$ cat src/rtl/ow_search_step.sv
module ow_search_step #(
  parameter int T_SLOT      = 70,
  parameter int T_LOW_SHORT = 6,
  parameter int T_LOW_LONG  = 60,
  parameter int T_SAMPLE    = 15
) (
  input  logic       clk,
  input  logic       rst_n,
  input  logic       start,
  input  logic       pref_dir,
  input  logic       bus_in,
  output logic       bus_pull,
  output logic [2:0] status,
  output logic       done
);
  localparam int CW = $clog2(T_SLOT + 1);

  typedef enum logic [1:0] {S_IDLE, S_RD_ID, S_RD_CMP, S_WR} st_t;

  st_t           state;
  logic [CW-1:0] cnt;
  logic          id_q, cmp_q, dir_q;

  logic active, slot_end, sample_now, long_low;

  assign active     = state != S_IDLE;
  assign slot_end   = cnt == CW'(T_SLOT - 1);
  assign sample_now = cnt == CW'(T_SAMPLE - 1);
  assign long_low   = (state == S_WR) && !dir_q;
  assign bus_pull   = active && (cnt < (long_low ? CW'(T_LOW_LONG) : CW'(T_LOW_SHORT)));

  always_ff @(posedge clk or negedge rst_n) begin
    if (!rst_n) begin
      state  <= S_IDLE;
      cnt    <= '0;
      id_q   <= 1'b0;
      cmp_q  <= 1'b0;
      dir_q  <= 1'b0;
      status <= 3'b000;
      done   <= 1'b0;
    end else begin
      done <= 1'b0;
      if (active) cnt <= slot_end ? '0 : cnt + 1'b1;
      case (state)
        S_IDLE: if (start) begin
          dir_q <= pref_dir;
          cnt   <= '0;
          state <= S_RD_ID;
        end
        S_RD_ID: begin
          if (sample_now) id_q <= bus_in;
          if (slot_end) state <= S_RD_CMP;
        end
        S_RD_CMP: begin
          if (sample_now) cmp_q <= bus_in;
          if (slot_end) begin
            if (id_q && cmp_q) begin
              status <= 3'b011;
              done   <= 1'b1;
              state  <= S_IDLE;
            end else begin
              if (id_q ^ cmp_q) dir_q <= id_q;
              state <= S_WR;
            end
          end
        end
        S_WR: if (slot_end) begin
          status <= {dir_q, cmp_q, id_q};
          done   <= 1'b1;
          state  <= S_IDLE;
        end
        default: state <= S_IDLE;
      endcase
    end
  end
endmodule


$ cat config.mk
export PLATFORM = sky130hd
export DESIGN_NAME = ow_search_step
export DESIGN_NICKNAME = d
export VERILOG_FILES = /design/src/rtl/ow_search_step.sv
export SDC_FILE = /design/constraint.sdc
export NUM_CORES = 1
export LEC_CHECK = 0
export ABC_AREA = 1
export CORE_AREA = 4 4 53 55
export DETAILED_ROUTE_END_ITERATION = 16
export DIE_AREA = 0 0 57 59
export PLACE_DENSITY = 0.66
export SETUP_SLACK_MARGIN = 0.02
export SYNTH_ARGS = -nofsm -noshare
export SYNTH_HDL_FRONTEND = slang
export SYNTH_SLANG_ARGS = --single-unit
$ cat constraint.sdc
create_clock -name clk -period 2 [get_ports clk]
set_input_delay 0.5 -clock clk [delete_from_list [all_inputs] [get_ports clk]]
set_output_delay 0.5 -clock clk [all_outputs]
set_load 0.02 [all_outputs]
### Word-level counts from Yosys, hierarchy flattened

Index checks and enable logic that the tools add are counted.

| storage, ports and cells | value |
|---|---|
| register bits | 16 |
| logic and storage cells | 59 |
| output and inout port bits | 5 |
| input port bits | 5 |

| cells by class | value |
|---|---|
| add/sub/neg operators | 1 |
| reductions and logical operators | 13 |
| bitwise operators | 1 |
| order comparisons | 1 |
| equality and inequality tests | 12 |
| multiplexer cells | 24 |

Operators with widths:

| kind | number |
|---|---|
| two-way mux 7 bit | 4 |
| != test 2 bit, second input constant | 7 |
| two-way mux 2 bit | 5 |
| two-way mux 3 bit | 3 |
| one-hot mux 2 bit (4 select lines) | 1 |
| AND reduction 4 bit | 2 |
| adder 7 x 1 -> 7 bit, second input constant | 1 |
| == test 7 x 4 -> 1 bit, second input constant | 1 |
| == test 7 bit, second input constant | 1 |
| < comparator 7 x 6 -> 1 bit | 1 |
| two-way mux 1 bit | 7 |
| two-way mux 6 bit | 1 |
| one-hot mux 3 bit (2 select lines) | 1 |
| nonzero test 2 bit | 3 |
| AND reduction 5 bit | 1 |
| == test 2 bit, second input constant | 2 |
| one-hot mux 1 bit (2 select lines) | 2 |
| AND reduction 2 bit | 2 |
| logical AND 1 bit | 3 |
| == test 2 x 1 -> 1 bit, second input constant | 1 |
| logical NOT 2 bit | 1 |
| logical NOT 1 bit | 1 |
| bitwise XOR 1 bit | 1 |

### Longest topological paths before layout

Gate-level depths: netlist (run 1).

| depth | value |
|---|---|
| depth after elaboration | 5 |
| mapped depth | 9 |
| mapped depth without buffers | 9 |

### Least setup slack after synthesis (run 1)

No wires, ideal clock.

| timing | value |
|---|---|
| path type | register to output |
| start point | register state[1] |
| end point | output port bus_pull |
| path buffers | 0 |
| data required time | 1500 ps |
| arrival | 1471 ps |
| cell stages (with the launch flop) | 10 |
| setup slack | 29 ps |
| cell sequence | dfrtp_1 -> nand2_1 -> inv_1 -> nand2_1 -> ha_1 -> inv_1 -> nor2_1 -> nand3_1 -> nand3_1 -> nor2_1 |

| between the ends | value |
|---|---|
| longest elaborated chain between the ends | 5 |
| elaborated cells on any way between the ends | 6 |
| classes of those cells | order compare (1); eq/ne (1); mux (1); reduce/logical (3) |

Ends and longest elaborated chain:

| element | RTL line | source |
|---|---|---|
| start, declared | 20 | `st_t state;` |
| start signal, assigned | 34 | `state <= S_IDLE;` |
| start signal, assigned | 48 | `state <= S_RD_ID;` |
| start signal, assigned | 52 | `if (slot_end) state <= S_RD_CMP;` |
| == test 2 bit | 29 | `assign long_low = (state == S_WR) && !dir_q;` |
| logical AND 1 bit | 29 |  |
| two-way mux 6 bit | 30 | `assign bus_pull = active && (cnt < (long_low ? CW'(T_LOW_LONG) : CW'(T_LOW_SHORT)));` |
| < comparator 7 x 6 -> 1 bit | 30 |  |
| logical AND 1 bit (*) | 30 |  |
| end, declared | 12 | `output logic bus_pull,` |

Every way passes the cells marked *; elsewhere a longest branch is shown, timed or not.

### Final worst setup path (run 1)

Ends and elaborated chain as after synthesis.

==> qor.txt, run 1 <==
status -> complete, but fails checks
failing checks -> negative setup slack
worst reg-to-reg setup slack -> 480 ps
Multi-input gate area -> 583 um^2
HPWL after detailed placement -> 1740 um
Tmin final -> 2160 ps
initial antenna violation count -> 0
fillcell total -> 230
Mean Syn Cell Area -> 7.47 um^2
clk sinks -> 16
Syn-to-layout area delta -> 32.6%
CTS H-Tree Depth -> 1
Final TNS setup -> -159 ps
Longest Clk Path Bufs -> 2
initial core utilization -> 42.6%
Util after Layout -> 56.4%
Root Driver -> clkbuf_4
Pins Over Slew Limit -> 0
P per Cell Area -> 1330 nW/um^2
pin slew with the least headroom to its limit -> 423 ps
placed insts -> 185
hold_buf cts -> 0
synthesized flop and latch total -> 16
dpl cell area -> 1220 um^2
Clk Latency, worst-skew pair -> 290 ps
drt via density -> 4.93
Min-Delay Path Class -> reg -> reg
Slowest-stage cell, CP -> dfrtp_1
Mapped Cells -> 136
Crit Path Class -> reg -> out
first-pass GRT wire length -> 3930 um
Nets -> 179
Reg area -> 400 um^2
height of the die -> 59 um
CTS tree -> yes
Critical Path AT -> 1660 ps
GRT Util Overall -> 14.9%
Critical Path, Cell by Cell -> nand2_2 > inv_2 > nand2_4 > buf_4 > ha_4 > nand4_1 > nor2_1 > nor2_1 > buf_4
worst vdd ir -> 0.681 mV
post-synth cell types -> 20
Reg clk slew, reported paths -> 90 ps
Syn Nets -> 148
Cell Area, Synth -> 1020 um^2
count of final setup violators -> 1
Syn. warnings -> 0
worst endpoint required time -> 1500 ps
design area -> 1350 um^2
clk_skew -> 5.71 ps
DRT Wirelength -> 2280 um
Hold Slack -> 509 ps
placer congestion estimate -> 0.809
CP Capture Type -> output port
FP Rows -> 18
Initial DRT Pass Iterations -> 4
die footprint -> 3360 um^2
# DRC -> 0
fmax -> 463 MHz
cell leakage power -> 0.000679 uW
via count -> 967
post-route clock period utilization -> 108%
CP bufs+invs -> 3
Num CTS Buffers -> 3
largest net degree at the start of global routing -> 17
Crit Path Max Fanout -> 3
CORE AREA -> 2390 um^2
I/O pins -> 10
number of global-route vias before repair -> 933
ANT nets after route -> 0
Worst path top cell family by delay -> flip-flops
Layout Cells excl Fill -> 196
Max-cap violations -> 0
buffers added on ports -> 9
sequential element share of the synthesized area -> 39.4%
die extent in x -> 57 um
GR Overflow Total -> 0
CP Launch Type -> flip-flop
WL/cell -> 11.7 um
RSZ-0062 raised after global routing -> yes
Ant. Diodes -> 0
slowest stage delay, CP -> 380 ps
first-iteration detailed-routing DRC count -> 41
final worst slack -> -159 ps
ratio of cells with drive above 1 in the final layout -> 24.7%
Final Hold Vio Count -> 0
Max-Slew Margin vs Limit -> 71.6%
[Yosys cell counts]
master / instances / area (um^2)
nand2_1: 38 / 143
nor2_1: 18 / 67.6
dfrtp_1: 16 / 400
inv_1: 13 / 48.8
nand3_1: 10 / 50.1
o21ai_0: 10 / 50.1
ha_1: 7 / 87.6
inv_2: 3 / 11.3
nand4_1: 3 / 18.8
nor2_4: 3 / 33.8
o21ai_1: 3 / 15.0
a21oi_1: 2 / 10.0
buf_4: 2 / 15.0
o22ai_1: 2 / 12.5
nand2_2: 1 / 6.26
nand3_4: 1 / 17.5
nor2_2: 1 / 6.26
nor3_1: 1 / 5.00
xnor2_1: 1 / 8.76
xor2_1: 1 / 8.76
[worst reg2reg max path: cells and delay by family (launching register included)]
family          cells  cell delay [ps]
compound gates      2              450
flops               1              400
buf+inv             3              400
simple gates        2              160
[routing by layer]
metal / GRT usage, % / wire [um] / vias up / part of all wire, %
li1: - / - / 506 / -
met1: 19.1 / 1100 / 436 / 48
met2: 24.5 / 1070 / 19 / 47
met3: 3.49 / 79 / 6 / 3.5
met4: 5.96 / 40 / 0 / 1.8
met5: 0 / 0 / - / 0
[flip-flops by register name, indices dropped and copies added (netlist names)]
name and count:
done 1, cmp_q 1, status 3, dir_q 1
cnt 7, id_q 1, state 2
[metrics by stage]
step / setup slack (ps) / total power [uW]
2_1_floorplan: 28.9 / 1130
3_3_place_gp: -231 / 1410
3_5_place_dp: -303 / 1450
4_1_cts: -160 / 1770
5_1_grt: -283 / 1950
6_report: -159 / 1790
[worst paths after layout]
check | start | to | cells after the start
setup / recovery | state[1]$_DFFE_PN0P_ | bus_pull | 9
hold / removal | status[2]$_DFFE_PN0P_ | status[2]$_DFFE_PN0P_ | 2
setup reg to reg | state[0]$_DFFE_PN0P_ | status[1]$_DFFE_PN0P_ | 7
hold reg to reg | status[2]$_DFFE_PN0P_ | status[2]$_DFFE_PN0P_ | 2
max in group asynchronous | rst_n | id_q$_DFFE_PN0P_ | 2
min in group asynchronous | rst_n | cnt[0]$_DFF_PN0_ | 2
[area by class of cell]
| cell class | instances | share of cell area, % |
|---|---|---|
| tap | 30 | 2.79 |
| clock buffer | 4 | 2.69 |
| multi-input combinational | 102 | 43.3 |
| inverter | 16 | 4.46 |
| sequential | 16 | 29.7 |
| timing repair buffer | 28 | 17.1 |
[what timing repair did]
item	CTS	global route
cloned	0	0
setup endpoints to repair	1	1
gates resized for setup	14	1
buffers inserted	4	3
pin swaps	7	4
[where the power goes]
group,total (uW),internal [uW],switching (uW)
clock network,213,111,103
registers,548,436,111
logic,1030,468,563
[cell usage in the layout, fill, tap and decap left out, types with 3 or more instances in the layout]
cell	netlist	layout
o21ai_0	10	10
buf_4	2	20
nand3_1	10	10
dfrtp_1	16	16
nand2_1	38	36
clkbuf_4	0	3
nand4_1	3	3
nor2_1	18	17
inv_2	3	6
o21ai_1	3	3
clkdlybuf4s50_1	0	8
nor2_4	3	4
inv_1	13	10
ha_1	7	5
[logic make-up (layout without fill, tap and decap cells)]
group | after synthesis | in the layout | share of synthesized area, %
buffers and inverters | 18 | 48 | 7.39
flip-flops | 16 | 16 | 39.4
XOR/XNOR | 2 | 2 | 1.72
AND/OR/NAND/NOR | 76 | 76 | 34.2
AO/OA/AOI/OAI | 17 | 17 | 8.62
adder cells (fa/ha/maj) | 7 | 7 | 8.62
No activity file was read; power rests on OpenSTA's default activity.
==> run 2: changes to the inputs <==
CTS_BUF_LIST = sky130_fd_sc_hd__clkbuf_4   (was not set)
==> run 2 against run 1 <==
  * Via count is 0.93% higher
  * Total power is 1.8% lower
  * Die area stayed put
  * Worst setup slack hardly changed
  * The flow still finishes with violations (negative setup slack)
  * Non-clock buffer count stayed put
  * Critical endpoint unchanged
==> qor.txt, run 2 (synthesis gave the netlist of run 1 again) <==
GR Overflow Total -> 0 (unchanged)
RSZ-0062 raised after global routing -> yes (unchanged)
Reg clk slew, reported paths -> 90 ps (about the same)
Util after Layout -> 56.0% (was 56.4%)
worst vdd ir -> 0.672 mV (was 0.681 mV)
via count -> 976 (was 967)
ratio of cells with drive above 1 in the final layout -> 24.1% (was 24.7%)
CTS tree -> yes (unchanged)
die extent in x -> 57 um (unchanged)
GRT Util Overall -> 15.0% (was 14.9%)
clk sinks -> 16 (unchanged)
number of global-route vias before repair -> 941 (was 933)
CP Launch Type -> flip-flop (unchanged)
fmax -> 463 MHz (about the same)
fillcell total -> 231 (was 230)
post-route clock period utilization -> 108% (about the same)
Final Hold Vio Count -> 0 (unchanged)
largest registers -> cnt (7), status (3), state (2) (unchanged)
# DRC -> 0 (unchanged)
Worst R2R Start -> state[0]$_DFFE_PN0P_ (unchanged)
Num CTS Buffers -> 3 (unchanged)
part of the power in registers -> 31.1% (was 30.6%)
max reg flops -> 7 (unchanged)
largest net degree at the start of global routing -> 17 (unchanged)
Sw Ratio -> 44.5% (was 43.3%)
Worst Hold End -> status[2]$_DFFE_PN0P_ (unchanged)
Tmin final -> 2160 ps (about the same)
Max-cap violations -> 0 (unchanged)
Clock Power Share -> 10.0% (was 11.9%)
drt via density -> 4.98 (was 4.93)
clk_skew -> 7.99 ps (was 5.71 ps)
Min-Delay Path Depth -> 2 (unchanged)
CTS H-Tree Depth -> 1 (unchanged)
FP Rows -> 18 (unchanged)
pin slew with the least headroom to its limit -> 447 ps (was 423 ps)
hold path start -> status[2]$_DFFE_PN0P_ (unchanged)
failing checks -> negative setup slack (unchanged)
Layout Cells excl Fill -> 196 (unchanged)
final worst slack -> -160 ps (was -159 ps)
height of the die -> 59 um (unchanged)
Crit Path Class -> reg -> out (unchanged)
Biggest register -> cnt (unchanged)
DRT Wirelength -> 2310 um (was 2280 um)
HPWL after detailed placement -> 1740 um (unchanged)
Worst R2R Path Depth -> 7 (unchanged)
WL/cell -> 11.8 um (was 11.7 um)
Syn-to-layout area delta -> 31.7% (was 32.6%)
Initial DRT Pass Iterations -> 7 (was 4)
Clk Latency, worst-skew pair -> 290 ps (about the same)
CORE AREA -> 2390 um^2 (unchanged)
status -> complete, but fails checks (unchanged)
first-pass GRT wire length -> 3930 um (about the same)
buffers added on ports -> 9 (unchanged)
worst r2r dst -> status[1]$_DFFE_PN0P_ (unchanged)
most common cell after layout, fill and taps aside -> nand2_1 (unchanged)
worst reg-to-reg setup slack -> 460 ps (was 480 ps)
Reg area -> 400 um^2 (unchanged)
placed insts -> 185 (unchanged)
count of final setup violators -> 1 (unchanged)
Nets -> 179 (unchanged)
Critical Path AT -> 1660 ps (about the same)
Multi-input gate area -> 583 um^2 (unchanged)
worst endpoint required time -> 1500 ps (about the same)
Crit Path Max Fanout -> 3 (unchanged)
I/O pins -> 10 (unchanged)
P per Cell Area -> 1320 nW/um^2 (was 1330 nW/um^2)
Ant. Diodes -> 0 (unchanged)
Internal -> 977 uW (was 1020 uW)
Max-Slew Margin vs Limit -> 70.0% (was 71.6%)
commonest cells after routing, fill and taps aside -> nand2_1 (36), buf_4 (20), nor2_1 (17) (unchanged)
hold_buf cts -> 0 (unchanged)
initial core utilization -> 42.6% (unchanged)
Longest Clk Path Bufs -> 2 (unchanged)
ANT nets after route -> 0 (unchanged)
first-iteration detailed-routing DRC count -> 37 (was 41)
Min-Delay Path Class -> reg -> reg (unchanged)
Root Driver -> clkbuf_4 (unchanged)
combinational power share -> 58.9% (was 57.5%)
net switching power -> 783 uW (was 777 uW)
cell leakage power -> 0.000674 uW (was 0.000679 uW)
Pins Over Slew Limit -> 0 (unchanged)
initial antenna violation count -> 0 (unchanged)
placer congestion estimate -> 0.809 (unchanged)
CP Capture Type -> output port (unchanged)
die footprint -> 3360 um^2 (unchanged)
run 2: worst max path at each step:
stage	cells after the start	slack [ps]	end	start
finish	9	-160	bus_pull	state[1]$_DFFE_PN0P_
global route	10	-280	bus_pull	state[1]$_DFFE_PN0P_
CTS	10	-160	bus_pull	state[1]$_DFFE_PN0P_
detailed placement	10	-300	bus_pull	state[1]$_DFFE_PN0P_
global placement	10	-230	bus_pull	state[0]$_DFFE_PN0P_
floorplan	9	30	bus_pull	state[1]$_DFFE_PN0P_
run 2: cell type report:
cell class,count,share of cell area (%)
Clock buffer,3,1.68
Clock inverter,1,0.281
Inverter,16,4.49
Multi-Input combinational cell,102,43.6
Sequential cell,16,29.9
Tap cell,30,2.81
Timing Repair Buffer,28,17.2
run 2: metrics by stage:
stage          TNS, ps  power, uW  area (um^2)  worst slack (ps)  hold slack (ps)
2_1_floorplan        0       1130         1020              28.9              204
3_3_place_gp      -231       1410         1220              -231              477
3_5_place_dp      -303       1450         1220              -303              499
4_1_cts           -160       1730         1310              -160              518
5_1_grt           -283       1910         1340              -283              555
6_report          -160       1760         1340              -160              511
run 2: repair_timing:
action | CTS | global route
gates resized for setup | 14 | 1
endpoints found under the setup margin | 1 | 1
buffers inserted | 4 | 3
pin swaps | 7 | 4
run 2: worst max-delay path: stages, from the launching register on:
cell and delay (ps):
dfrtp_1 390, nand2_2 80, inv_2 80, nand2_4 70
buf_4 140, ha_4 260, nand4_1 80, nor2_1 90
nor2_1 40, buf_4 150
run 2: power groups by stage:
stage               logic [uW]  clock network, uW  registers [uW]
CTS                       1000                179             549
global route              1160                190             565
finish                    1040                177             547
detailed placement         913                  0             538
global placement           884                  0             529
floorplan                  577                  0             550
run 2: metal layers:
metal / GRT usage [%] / part of all wire, % / vias to the layer above
li1: - / - / 504
met1: 19.4 / 46 / 435
met5: 0 / 0 / -
met2: 24.3 / 46 / 29
met3: 3.49 / 6.2 / 8
met4: 5.96 / 1.6 / 0
